## src/rtl/sba_pkg.sv

```systemverilog
package sba_pkg;
    typedef enum logic {
        DIR_READ  = 1'b0,
        DIR_WRITE = 1'b1
    } dir_e;
endpackage

```

## src/rtl/sba_rr_pick.sv

```systemverilog
module sba_rr_pick #(
    parameter int N_MASTERS = 4,
    localparam int IDX_W = (N_MASTERS > 1) ? $clog2(N_MASTERS) : 1
) (
    input  logic [N_MASTERS-1:0] eligible,
    input  logic [IDX_W-1:0]     start,
    output logic                 pick_valid,
    output logic [IDX_W-1:0]     pick_idx
);
    always_comb begin
        pick_valid = 1'b0;
        pick_idx   = '0;
        for (int i = N_MASTERS - 1; i >= 0; i--) begin
            int j;
            j = int'(start) + i;
            if (j >= N_MASTERS) j = j - N_MASTERS;
            if (eligible[j]) begin
                pick_valid = 1'b1;
                pick_idx   = IDX_W'(j);
            end
        end
    end
endmodule

```

## src/rtl/sba_txn_queue.sv

```systemverilog
module sba_txn_queue #(
    parameter int ID_W  = 2,
    parameter int LEN_W = 4,
    parameter int DEPTH = 2,
    localparam int PTR_W = (DEPTH > 1) ? $clog2(DEPTH) : 1,
    localparam int CNT_W = $clog2(DEPTH + 1)
) (
    input  logic             clk,
    input  logic             rst,
    input  logic             push,
    input  logic [ID_W-1:0]  push_id,
    input  logic [LEN_W-1:0] push_len,
    input  logic             beat,
    output logic             head_valid,
    output logic [ID_W-1:0]  head_id,
    output logic             full
);
    typedef struct packed {
        logic [DEPTH-1:0][ID_W-1:0]  ids;
        logic [DEPTH-1:0][LEN_W-1:0] lens;
        logic [PTR_W-1:0]            rd_ptr;
        logic [PTR_W-1:0]            wr_ptr;
        logic [CNT_W-1:0]            count;
        logic [LEN_W-1:0]            beat_cnt;
    } q_state_t;

    q_state_t st_d, st_q;
    logic     pop;

    assign head_valid = (st_q.count != '0);
    assign head_id    = st_q.ids[st_q.rd_ptr];
    assign full       = (st_q.count == CNT_W'(DEPTH));

    always_comb begin
        st_d = st_q;
        pop  = beat && head_valid && (st_q.beat_cnt == st_q.lens[st_q.rd_ptr]);
        if (beat && head_valid)
            st_d.beat_cnt = pop ? '0 : st_q.beat_cnt + 1'b1;
        if (pop)
            st_d.rd_ptr = (st_q.rd_ptr == PTR_W'(DEPTH - 1)) ? '0 : st_q.rd_ptr + 1'b1;
        if (push) begin
            st_d.ids[st_q.wr_ptr]  = push_id;
            st_d.lens[st_q.wr_ptr] = push_len;
            st_d.wr_ptr = (st_q.wr_ptr == PTR_W'(DEPTH - 1)) ? '0 : st_q.wr_ptr + 1'b1;
        end
        st_d.count = st_q.count + CNT_W'(push) - CNT_W'(pop);
    end

    always_ff @(posedge clk) begin
        if (rst) st_q <= '0;
        else     st_q <= st_d;
    end

    p_no_overflow_r8: assert property (@(posedge clk) disable iff (rst)
        push |-> !full)
        else $error("push into a full queue");

    p_owner_stable_r10: assert property (@(posedge clk) disable iff (rst)
        (head_valid && !pop) |=> (head_valid && head_id == $past(head_id)))
        else $error("owner changed before its burst ended");

    p_beat_bound_r6: assert property (@(posedge clk) disable iff (rst)
        head_valid |-> (st_q.beat_cnt <= st_q.lens[st_q.rd_ptr]))
        else $error("beat count passed burst length");
endmodule

```

## src/rtl/split_bus_arb.sv

```systemverilog
module split_bus_arb #(
    parameter int N_MASTERS = 4,
    parameter int LEN_W     = 4,
    parameter int Q_DEPTH   = 2,
    localparam int IDX_W    = (N_MASTERS > 1) ? $clog2(N_MASTERS) : 1
) (
    input  logic                       clk,
    input  logic                       rst,
    input  logic [N_MASTERS-1:0]       req_valid,
    input  logic [N_MASTERS-1:0]       req_write,
    input  logic [N_MASTERS*LEN_W-1:0] req_len,
    input  logic                       addr_ack,
    input  logic                       rd_beat,
    input  logic                       wr_beat,
    output logic [N_MASTERS-1:0]       gnt,
    output logic                       rd_owner_valid,
    output logic [IDX_W-1:0]           rd_owner,
    output logic                       wr_owner_valid,
    output logic [IDX_W-1:0]           wr_owner
);
    import sba_pkg::*;

    typedef struct packed {
        logic             busy;
        logic [IDX_W-1:0] idx;
        logic [IDX_W-1:0] ptr;
    } arb_state_t;

    arb_state_t          st_d, st_q;
    logic [N_MASTERS-1:0] eligible;
    logic                 pick_valid;
    logic [IDX_W-1:0]     pick_idx;
    logic                 rd_full, wr_full;
    logic                 rd_push, wr_push;
    dir_e                 cur_dir;
    logic [LEN_W-1:0]     cur_len;

    always_comb begin
        for (int m = 0; m < N_MASTERS; m++)
            eligible[m] = req_valid[m] && !(req_write[m] ? wr_full : rd_full);
    end

    sba_rr_pick #(.N_MASTERS(N_MASTERS)) u_pick (
        .eligible   (eligible),
        .start      (st_q.ptr),
        .pick_valid (pick_valid),
        .pick_idx   (pick_idx)
    );

    assign cur_dir = dir_e'(req_write[st_q.idx]);
    assign cur_len = req_len[st_q.idx*LEN_W +: LEN_W];
    assign rd_push = st_q.busy && addr_ack && (cur_dir == DIR_READ);
    assign wr_push = st_q.busy && addr_ack && (cur_dir == DIR_WRITE);

    always_comb begin
        st_d = st_q;
        if (st_q.busy) begin
            if (addr_ack) st_d.busy = 1'b0;
        end else if (pick_valid) begin
            st_d.busy = 1'b1;
            st_d.idx  = pick_idx;
            st_d.ptr  = (pick_idx == IDX_W'(N_MASTERS - 1)) ? '0 : pick_idx + 1'b1;
        end
    end

    always_ff @(posedge clk) begin
        if (rst) st_q <= '0;
        else     st_q <= st_d;
    end

    always_comb begin
        gnt = '0;
        if (st_q.busy) gnt[st_q.idx] = 1'b1;
    end

    sba_txn_queue #(.ID_W(IDX_W), .LEN_W(LEN_W), .DEPTH(Q_DEPTH)) u_rd_q (
        .clk (clk), .rst (rst),
        .push (rd_push), .push_id (st_q.idx), .push_len (cur_len),
        .beat (rd_beat),
        .head_valid (rd_owner_valid), .head_id (rd_owner), .full (rd_full)
    );

    sba_txn_queue #(.ID_W(IDX_W), .LEN_W(LEN_W), .DEPTH(Q_DEPTH)) u_wr_q (
        .clk (clk), .rst (rst),
        .push (wr_push), .push_id (st_q.idx), .push_len (cur_len),
        .beat (wr_beat),
        .head_valid (wr_owner_valid), .head_id (wr_owner), .full (wr_full)
    );

    p_onehot_gnt_r2: assert property (@(posedge clk) disable iff (rst)
        $onehot0(gnt))
        else $error("more than one grant");

    p_hold_gnt_r4: assert property (@(posedge clk) disable iff (rst)
        ((|gnt) && !addr_ack) |=> (gnt == $past(gnt)))
        else $error("grant moved before acknowledge");

    p_release_gnt_r4: assert property (@(posedge clk) disable iff (rst)
        ((|gnt) && addr_ack) |=> (gnt == '0))
        else $error("grant kept after acknowledge");

    p_pick_eligible_r8: assert property (@(posedge clk) disable iff (rst)
        pick_valid |-> (req_valid[pick_idx] && !(req_write[pick_idx] ? wr_full : rd_full)))
        else $error("picked a blocked master");
endmodule

```

## config.mk

```make
export PLATFORM = sky130hd
export DESIGN_NAME = split_bus_arb
export DESIGN_NICKNAME = d
export VERILOG_FILES = /design/src/rtl/sba_pkg.sv /design/src/rtl/sba_rr_pick.sv /design/src/rtl/sba_txn_queue.sv /design/src/rtl/split_bus_arb.sv
export SDC_FILE = /design/constraint.sdc
export NUM_CORES = 1
export LEC_CHECK = 0
export CAP_MARGIN = 25
export CORE_MARGIN = 8
export CORE_UTILIZATION = 30
export CTS_BUF_LIST = sky130_fd_sc_hd__clkbuf_8 sky130_fd_sc_hd__clkbuf_16
export DETAILED_ROUTE_END_ITERATION = 8
export GPL_TIMING_DRIVEN = 0
export HOLD_SLACK_MARGIN = 0.15
export PLACE_DENSITY = 0.56
export SKIP_LAST_GASP = 1
export SLEW_MARGIN = 30
export SYNTH_ARGS = -nofsm -noshare
export SYNTH_HDL_FRONTEND = slang
export SYNTH_SLANG_ARGS = --single-unit
```

## constraint.sdc

```tcl
create_clock -name clk -period 2.4 [get_ports clk]
set_input_delay 0.48 -clock clk [delete_from_list [all_inputs] [get_ports clk]]
set_output_delay 0.48 -clock clk [all_outputs]
set_load 0.005 [all_outputs]
```

==> qor.yml, run 1 <==
critPathArrivalTime_ns: 2.52
grt_remaining_overflow: 0
hpwl_microns: 4556
syn-cell-area_sq_mm: 0.002407
multi_input_area_sq_mm: 0.001444
dieHeight_microns: 105.6
critPathKind: "input port to register"
drc_errors: 0
num-nets-final: 324
cp-start-kind: "input port"
cts_root_buf: "clkbuf_8"
p_total_mw: 2.679
die-width_microns: 105.6
detail-route-antenna-nets: 0
ys_seq_area_share_pct: 37.42
clock_sinks: 45
clock_path_buffers: 2
async_reset_ff_share_pct: 0
postPlaceCellArea_sq_mm: 0.002905
vias: 1867
yosysTopAreaCellShare_pct: 37.42
clk_pin_slew_ns: 0.08
tritoncts: "built"
die_area_sq_mm: 0.01115
gp_congestion: 0.7936
start_util_pct: 30.99
antenna_cells: 0
synth_fp_nets: 283
slowest_stage: "mux4_2"
hold_buffers: 0
setup_slack_ns: 0.04607
relSlewSlack_pct: 63.69
p_per_area_mw_per_mm2: 881.0
cp_slowest_stage_delay_ns: 0.57
place.port_buffers: 37
setup_viol: 0
synthesis.instances: 248
cp_top_family: "buffers and inverters"
stdcell_area_sq_mm: 0.003040
synth-seq-cells: 45
worstPathCellList: "clkdlybuf4s50_1 > mux4_2 > nand3_1 > ha_1 > inv_1 > ha_1 > xor2_1 > xnor2_1 > nor2_1"
wl_met2_microns: 2717
wl_microns: 5980
h-tree-depth: 2
status: "complete, no violations"
drt_pass1_iterations: 4
synth_ff_type: "dfxtp_1"
clk_latency_ns: 0.30
skew_ns: 0.005222
drive_above_1_share_pct: 13.79
ioPinCount: 39
rsz0062_at_grt: "true"
hold_viol: 0
worstMarginPinSlew_ns: 0.5446
power_leakage_nw: 1.202
layout.cells.non_filler: 392
fp-row-count: 32
max_freq_mhz: 424.8
dp_cells: 387
fillCellCount: 787
synthToLayoutAreaGrowth_pct: 26.30
ir_drop_mv: 0.3238
fin_crit_sh_pct: 98.08
grt_pass1_vias: 1906
met3_wirelength_microns: 268
synth.distinct_cells: 43
worst-path-buf-inv: 2
wl_per_cell_microns: 15.26
coreArea_sq_mm: 0.007767
totalNegativeSetupSlack_ns: 0
layout_min_cycle_time_ns: 2.354
maxUsedRoutingLayer: "met4"
fin_hold_ws_ns: 0.4716
grt_max_degree: 15
syn-mean-instance-area_sq_um: 9.707
end_kind: "register"
m1WireLength_microns: 2919
numCtsBuffers: 5
drt_iter0_drc: 56
hold_path.class: "register to register"
synth.top_cells.by_area: "dfxtp_1 (37%), mux2i_1 (14%), nor2_1 (6.2%), mux4_2 (4.7%), xor2_1 (4.4%)"
post-place-ws_ns: -0.2655
critical_path_required_ns: 2.57
cp_max_fo: 4
fin_util_pct: 39.14
slew_viol_final: 0
maxCapViolations: 0
ys.warnings.count: 0
antenna_found_initial: 0
synth_top_area_cell: "dfxtp_1"
crit_top_cell: "ha_1"
synth_edf_count: 0
grt_pass1_wl_microns: 9687
vias_per_cell: 4.763
grt_usage_pct: 10.89
register_area_sq_um: 905.9
## registers in the layout (all words and copies together) (netlist names)
name and cells:
u_rd_q.st_q 20, u_wr_q.st_q 20, st_q 5
## cell families (layout without fill, tap and decap cells)
group                    after synthesis  in the layout  share of synthesized area [%]
adder cells (fa/ha/maj)                6              6                          3.118
AND/OR/NAND/NOR                       89             89                          18.82
multiplexers                          42             42                          20.27
AO/OA/AOI/OAI                         28             28                          10.34
buffers and inverters                 19             61                          3.118
flip-flops                            45             45                          37.42
XOR/XNOR                              19             19                          6.913
## power breakdown
group / switching, mW / internal, mW
logic: 0.504 / 0.545
registers: 0.169 / 0.856
clock network: 0.266 / 0.339
total: 0.939 / 1.74
## area by class of cell
| class | count | area share, % |
|---|---|---|
| inverters | 5 | 0.6173 |
| well taps | 102 | 4.198 |
| repair buffers | 38 | 12.51 |
| multi-input cells | 184 | 47.49 |
| flip-flops and latches | 45 | 29.79 |
| clock buffers | 6 | 2.716 |
| clock inverters | 2 | 1.235 |
| plain buffers | 10 | 1.440 |
## Yosys cell counts, types with 3 or more instances
master      n
a2bb2oi_1   3
o211a_1     3
nor2_1     40
nand3_1     3
nand2_1    12
nand3b_1    5
mux2_2      4
nand4_1     5
nor3_1      6
inv_1       4
mux4_2      5
a211oi_1    3
mux2i_1    33
buf_2       3
xor2_1     12
clkbuf_1   11
o21ai_0     3
xnor2_1     7
a21oi_1     4
nor2b_1     3
dfxtp_1    45
ha_1        6
and2_1      3
## layer usage
layer / up-vias / global-route usage (%)
li1: 953 / -
met1: 864 / 13.33
met2: 45 / 18.12
met3: 5 / 2.314
met4: 0 / 4.523
met5: - / 0
## placed cells by master (no fill, tap or decap), types with 2 or more instances in the layout
cell type        netlist  final
dfxtp_1               45     41
nor2_1                40     40
clkdlybuf4s50_1        0     36
mux2i_1               33     33
nand2_1               12     12
xor2_1                12     12
xnor2_1                7      7
nor3_1                 6      6
ha_1                   6      6
clkbuf_8               0      6
mux4_2                 5      5
clkbuf_1              11      5
nand3b_1               5      5
nand4_1                5      5
inv_1                  4      4
mux2_2                 4      4
a21oi_1                4      4
dfxtp_2                0      4
nand3_1                3      3
nor3_4                 1      3
buf_2                  3      3
o211a_1                3      3
nor2b_1                3      3
a211oi_1               3      3
and2_1                 3      3
a2bb2oi_1              3      3
o21ai_0                3      3
clkbuf_2               0      2
nor3b_1                2      2
or2_2                  2      2
o211ai_4               2      2
o211ai_1               2      2
## timing repair
action                                  CTS  global route
gates cloned                              0             0
pin swaps                                 0             1
gates resized for setup                   4             5
endpoints found under the setup margin    8             8
setup buffers                             0             1
## path summary, 6_finish.rpt
| kind | slack, ns | end | start | cells after the start |
|---|---|---|---|---|
| worst min-delay path | 0.47 | u_wr_q.st_q[6] | u_wr_q.st_q[6] | 2 |
| worst max-delay path | 0.05 | u_wr_q.st_q[5] | req_write[2] | 9 |
| worst min register to register | 0.47 | u_wr_q.st_q[6] | u_wr_q.st_q[6] | 2 |
| worst max register to register | 0.13 | u_wr_q.st_q[5] | u_wr_q.st_q[7] | 10 |
## tightest hold or removal path: cells and delay by family, from the launching register on
family             cells  cell delay (ns)
AOI/OAI and AO/OA      1             0.05
and+or+nand+nor        1             0.05
DFF                    1             0.32
(Power assumes the default switching activity.)
==> inputs of run 2 (changes only) <==
--- a/config.mk
+++ b/config.mk
@@ -13,8 +13,9 @@
 export GPL_TIMING_DRIVEN = 0
 export HOLD_SLACK_MARGIN = 0.15
 export PLACE_DENSITY = 0.56
+export SKIP_CTS_REPAIR_TIMING = 1
 export SKIP_LAST_GASP = 1
-export SLEW_MARGIN = 30
+export SLEW_MARGIN = 10
 export SYNTH_ARGS = -nofsm -noshare
 export SYNTH_HDL_FRONTEND = slang
 export SYNTH_SLANG_ARGS = --single-unit
==> run 2 against run 1 <==
  * Register-to-register slack gained 0.07 ns
  * Worst setup slack gained 0.11 ns
  * Cell count grew 0.26%
  * Sequential share of layout area shrank 0.27 points
  * Combinational power is essentially flat
  * Critical endpoint is now gnt[3]
  * Highest routed layer unchanged
  * Cell area grew 0.91%
  * Global-route usage is essentially flat
  * Non-clock buffer count grew 1
==> qor.yml, run 2 (synthesis gave the netlist of run 1 again) <==
drt_iter0_drc: 52  # was 56
fin_crit_sh_pct: 93.49  # was 98.08%
fin_util_pct: 39.50  # was 39.14%
vias_per_cell: 4.776  # was 4.763
post-place-ws_ns: -0.2655  # unchanged
maxCapViolations: 0  # unchanged
grt_pass1_wl_microns: 9715  # was 9687 microns
dieHeight_microns: 105.6  # unchanged
layout_min_cycle_time_ns: 2.244  # was 2.354 ns
skew_ns: 0.004639  # was 0.005222 ns
die_area_sq_mm: 0.01115  # unchanged
clock_sinks: 45  # unchanged
critPathArrivalTime_ns: 1.76  # was 2.52 ns
holdPathStages: 2  # unchanged
rsz0062_at_grt: "false"  # was true
h-tree-depth: 2  # unchanged
grt_usage_pct: 10.91  # was 10.89%
start_util_pct: 30.99  # unchanged
endpoint: "gnt[3]"  # was u_wr_q.st_q[5]
synthToLayoutAreaGrowth_pct: 27.44  # was 26.30%
stdcell_area_sq_mm: 0.003068  # was 0.003040 sq mm
die-width_microns: 105.6  # unchanged
final_common_cell: "dfxtp_1"  # unchanged
wl_microns: 6046  # was 5980 microns
status: "complete, no violations"  # unchanged
detail-route-antenna-nets: 0  # unchanged
fp-row-count: 32  # unchanged
gp_congestion: 0.7936  # unchanged
p_total_mw: 2.695  # was 2.679 mW
grt_remaining_overflow: 0  # unchanged
clk_pin_slew_ns: 0.08  # about the same
postPlaceCellArea_sq_mm: 0.002905  # unchanged
totalNegativeSetupSlack_ns: 0  # unchanged
ioPinCount: 39  # unchanged
hold_viol: 0  # unchanged
worstMarginPinSlew_ns: 0.5282  # was 0.5446 ns
reg2regPathDepth: 10  # unchanged
drc_errors: 0  # unchanged
top_regs: "u_rd_q.st_q (20), u_wr_q.st_q (20), st_q (5)"  # unchanged
crit_start: "st_q[2]"  # was req_write[2]
cp-start-kind: "register"  # was input port
vias: 1877  # was 1867
end_kind: "output port"  # was register
critical_path_required_ns: 1.92  # was 2.57 ns
relSlewSlack_pct: 64.79  # was 63.69%
fillCellCount: 789  # was 787
cts_root_buf: "clkbuf_8"  # unchanged
tritoncts: "built"  # unchanged
coreArea_sq_mm: 0.007767  # unchanged
p_per_area_mw_per_mm2: 878.5  # was 881.0 mW/mm^2
numCtsBuffers: 5  # unchanged
clock_path_buffers: 2  # unchanged
r2r_slack_ns: 0.20  # was 0.13 ns
critPathKind: "register to output port"  # was input port to register
setup_slack_ns: 0.1562  # was 0.04607 ns
dp_cells: 387  # unchanged
final_cell_mix: "dfxtp_1 (41), nor2_1 (40), mux2i_1 (33), clkdlybuf4s50_1 (33), nand2_1 (12)"  # was dfxtp_1 (41), nor2_1 (40), clkdlybuf4s50_1 (36)
drt_pass1_iterations: 4  # unchanged
ir_drop_mv: 0.3232  # was 0.3238 mV
setup_viol: 0  # unchanged
drive_above_1_share_pct: 14.78  # was 13.79%
rr_endpoint: "u_rd_q.st_q[5]"  # was u_wr_q.st_q[5]
grt_max_degree: 15  # unchanged
power_leakage_nw: 1.235  # was 1.202 nW
antenna_found_initial: 0  # unchanged
slew_viol_final: 0  # unchanged
hpwl_microns: 4556  # unchanged
layout.cells.non_filler: 393  # was 392
timing.rr.start: "u_rd_q.st_q[7]"  # was u_wr_q.st_q[7]
grt_pass1_vias: 1909  # was 1906
num-nets-final: 325  # was 324
hold_path.class: "register to register"  # unchanged
wl_per_cell_microns: 15.38  # was 15.26 microns
antenna_cells: 0  # unchanged
place.port_buffers: 37  # unchanged
cp_max_fo: 10  # was 4
clk_latency_ns: 0.30  # about the same
max_freq_mhz: 445.7  # was 424.8 MHz
fin_hold_ws_ns: 0.4702  # was 0.4716 ns
==> run 2: cell count changes in the layout (fill, tap and decap cells not counted) <==
cell	before	now
clkdlybuf4s50_1	36	33
dlymetal6s2s_1	1	4
buf_4	1	2
nand3_1	3	2
nand3_2	0	1
xor2_1	12	11
xor2_2	0	1
==> run 2: critical path: stages, from the launching register on <==
cell,delay (ns)
dfxtp_2,0.44
clkbuf_2,0.30
and3_1,0.21
clkdlybuf4s50_1,0.52
==> run 2: layer usage <==
metal,track usage [%],routed length (microns),up-vias
li1,-,-,956
met1,13.41,2889,866
met2,18.12,2756,48
met3,2.314,314,7
met4,4.523,86,0
met5,0,0,-
==> run 2: worst min-delay path by stage <==
stage,startpoint,to
5_1_grt,u_wr_q.st_q[6],u_wr_q.st_q[6]
4_1_cts,u_wr_q.st_q[6],u_wr_q.st_q[6]
6_report,u_wr_q.st_q[6],u_wr_q.st_q[6]
3_5_place_dp,u_wr_q.st_q[6],u_wr_q.st_q[6]
2_1_floorplan,u_wr_q.st_q[6],u_wr_q.st_q[6]
3_3_place_gp,u_wr_q.st_q[6],u_wr_q.st_q[6]
==> run 2: final cells by class <==
type,instances,area [sq um],share of cell area [%]
Sequential cell,45,905.9,29.53
Inverter,5,18.77,0.6117
Buffer,10,43.79,1.427
Multi-Input combinational cell,184,1456,47.47
Tap cell,102,127.6,4.160
Timing Repair Buffer,39,395.4,12.89
Clock buffer,6,82.58,2.692
Clock inverter,2,37.54,1.223
==> run 2: where the power goes <==
part           total, mW  leakage, nW  switching, mW  internal, mW
Clock              0.603       0.0574          0.265         0.339
Sequential          1.03        0.367          0.169         0.856
Combinational       1.07        0.810          0.512         0.554
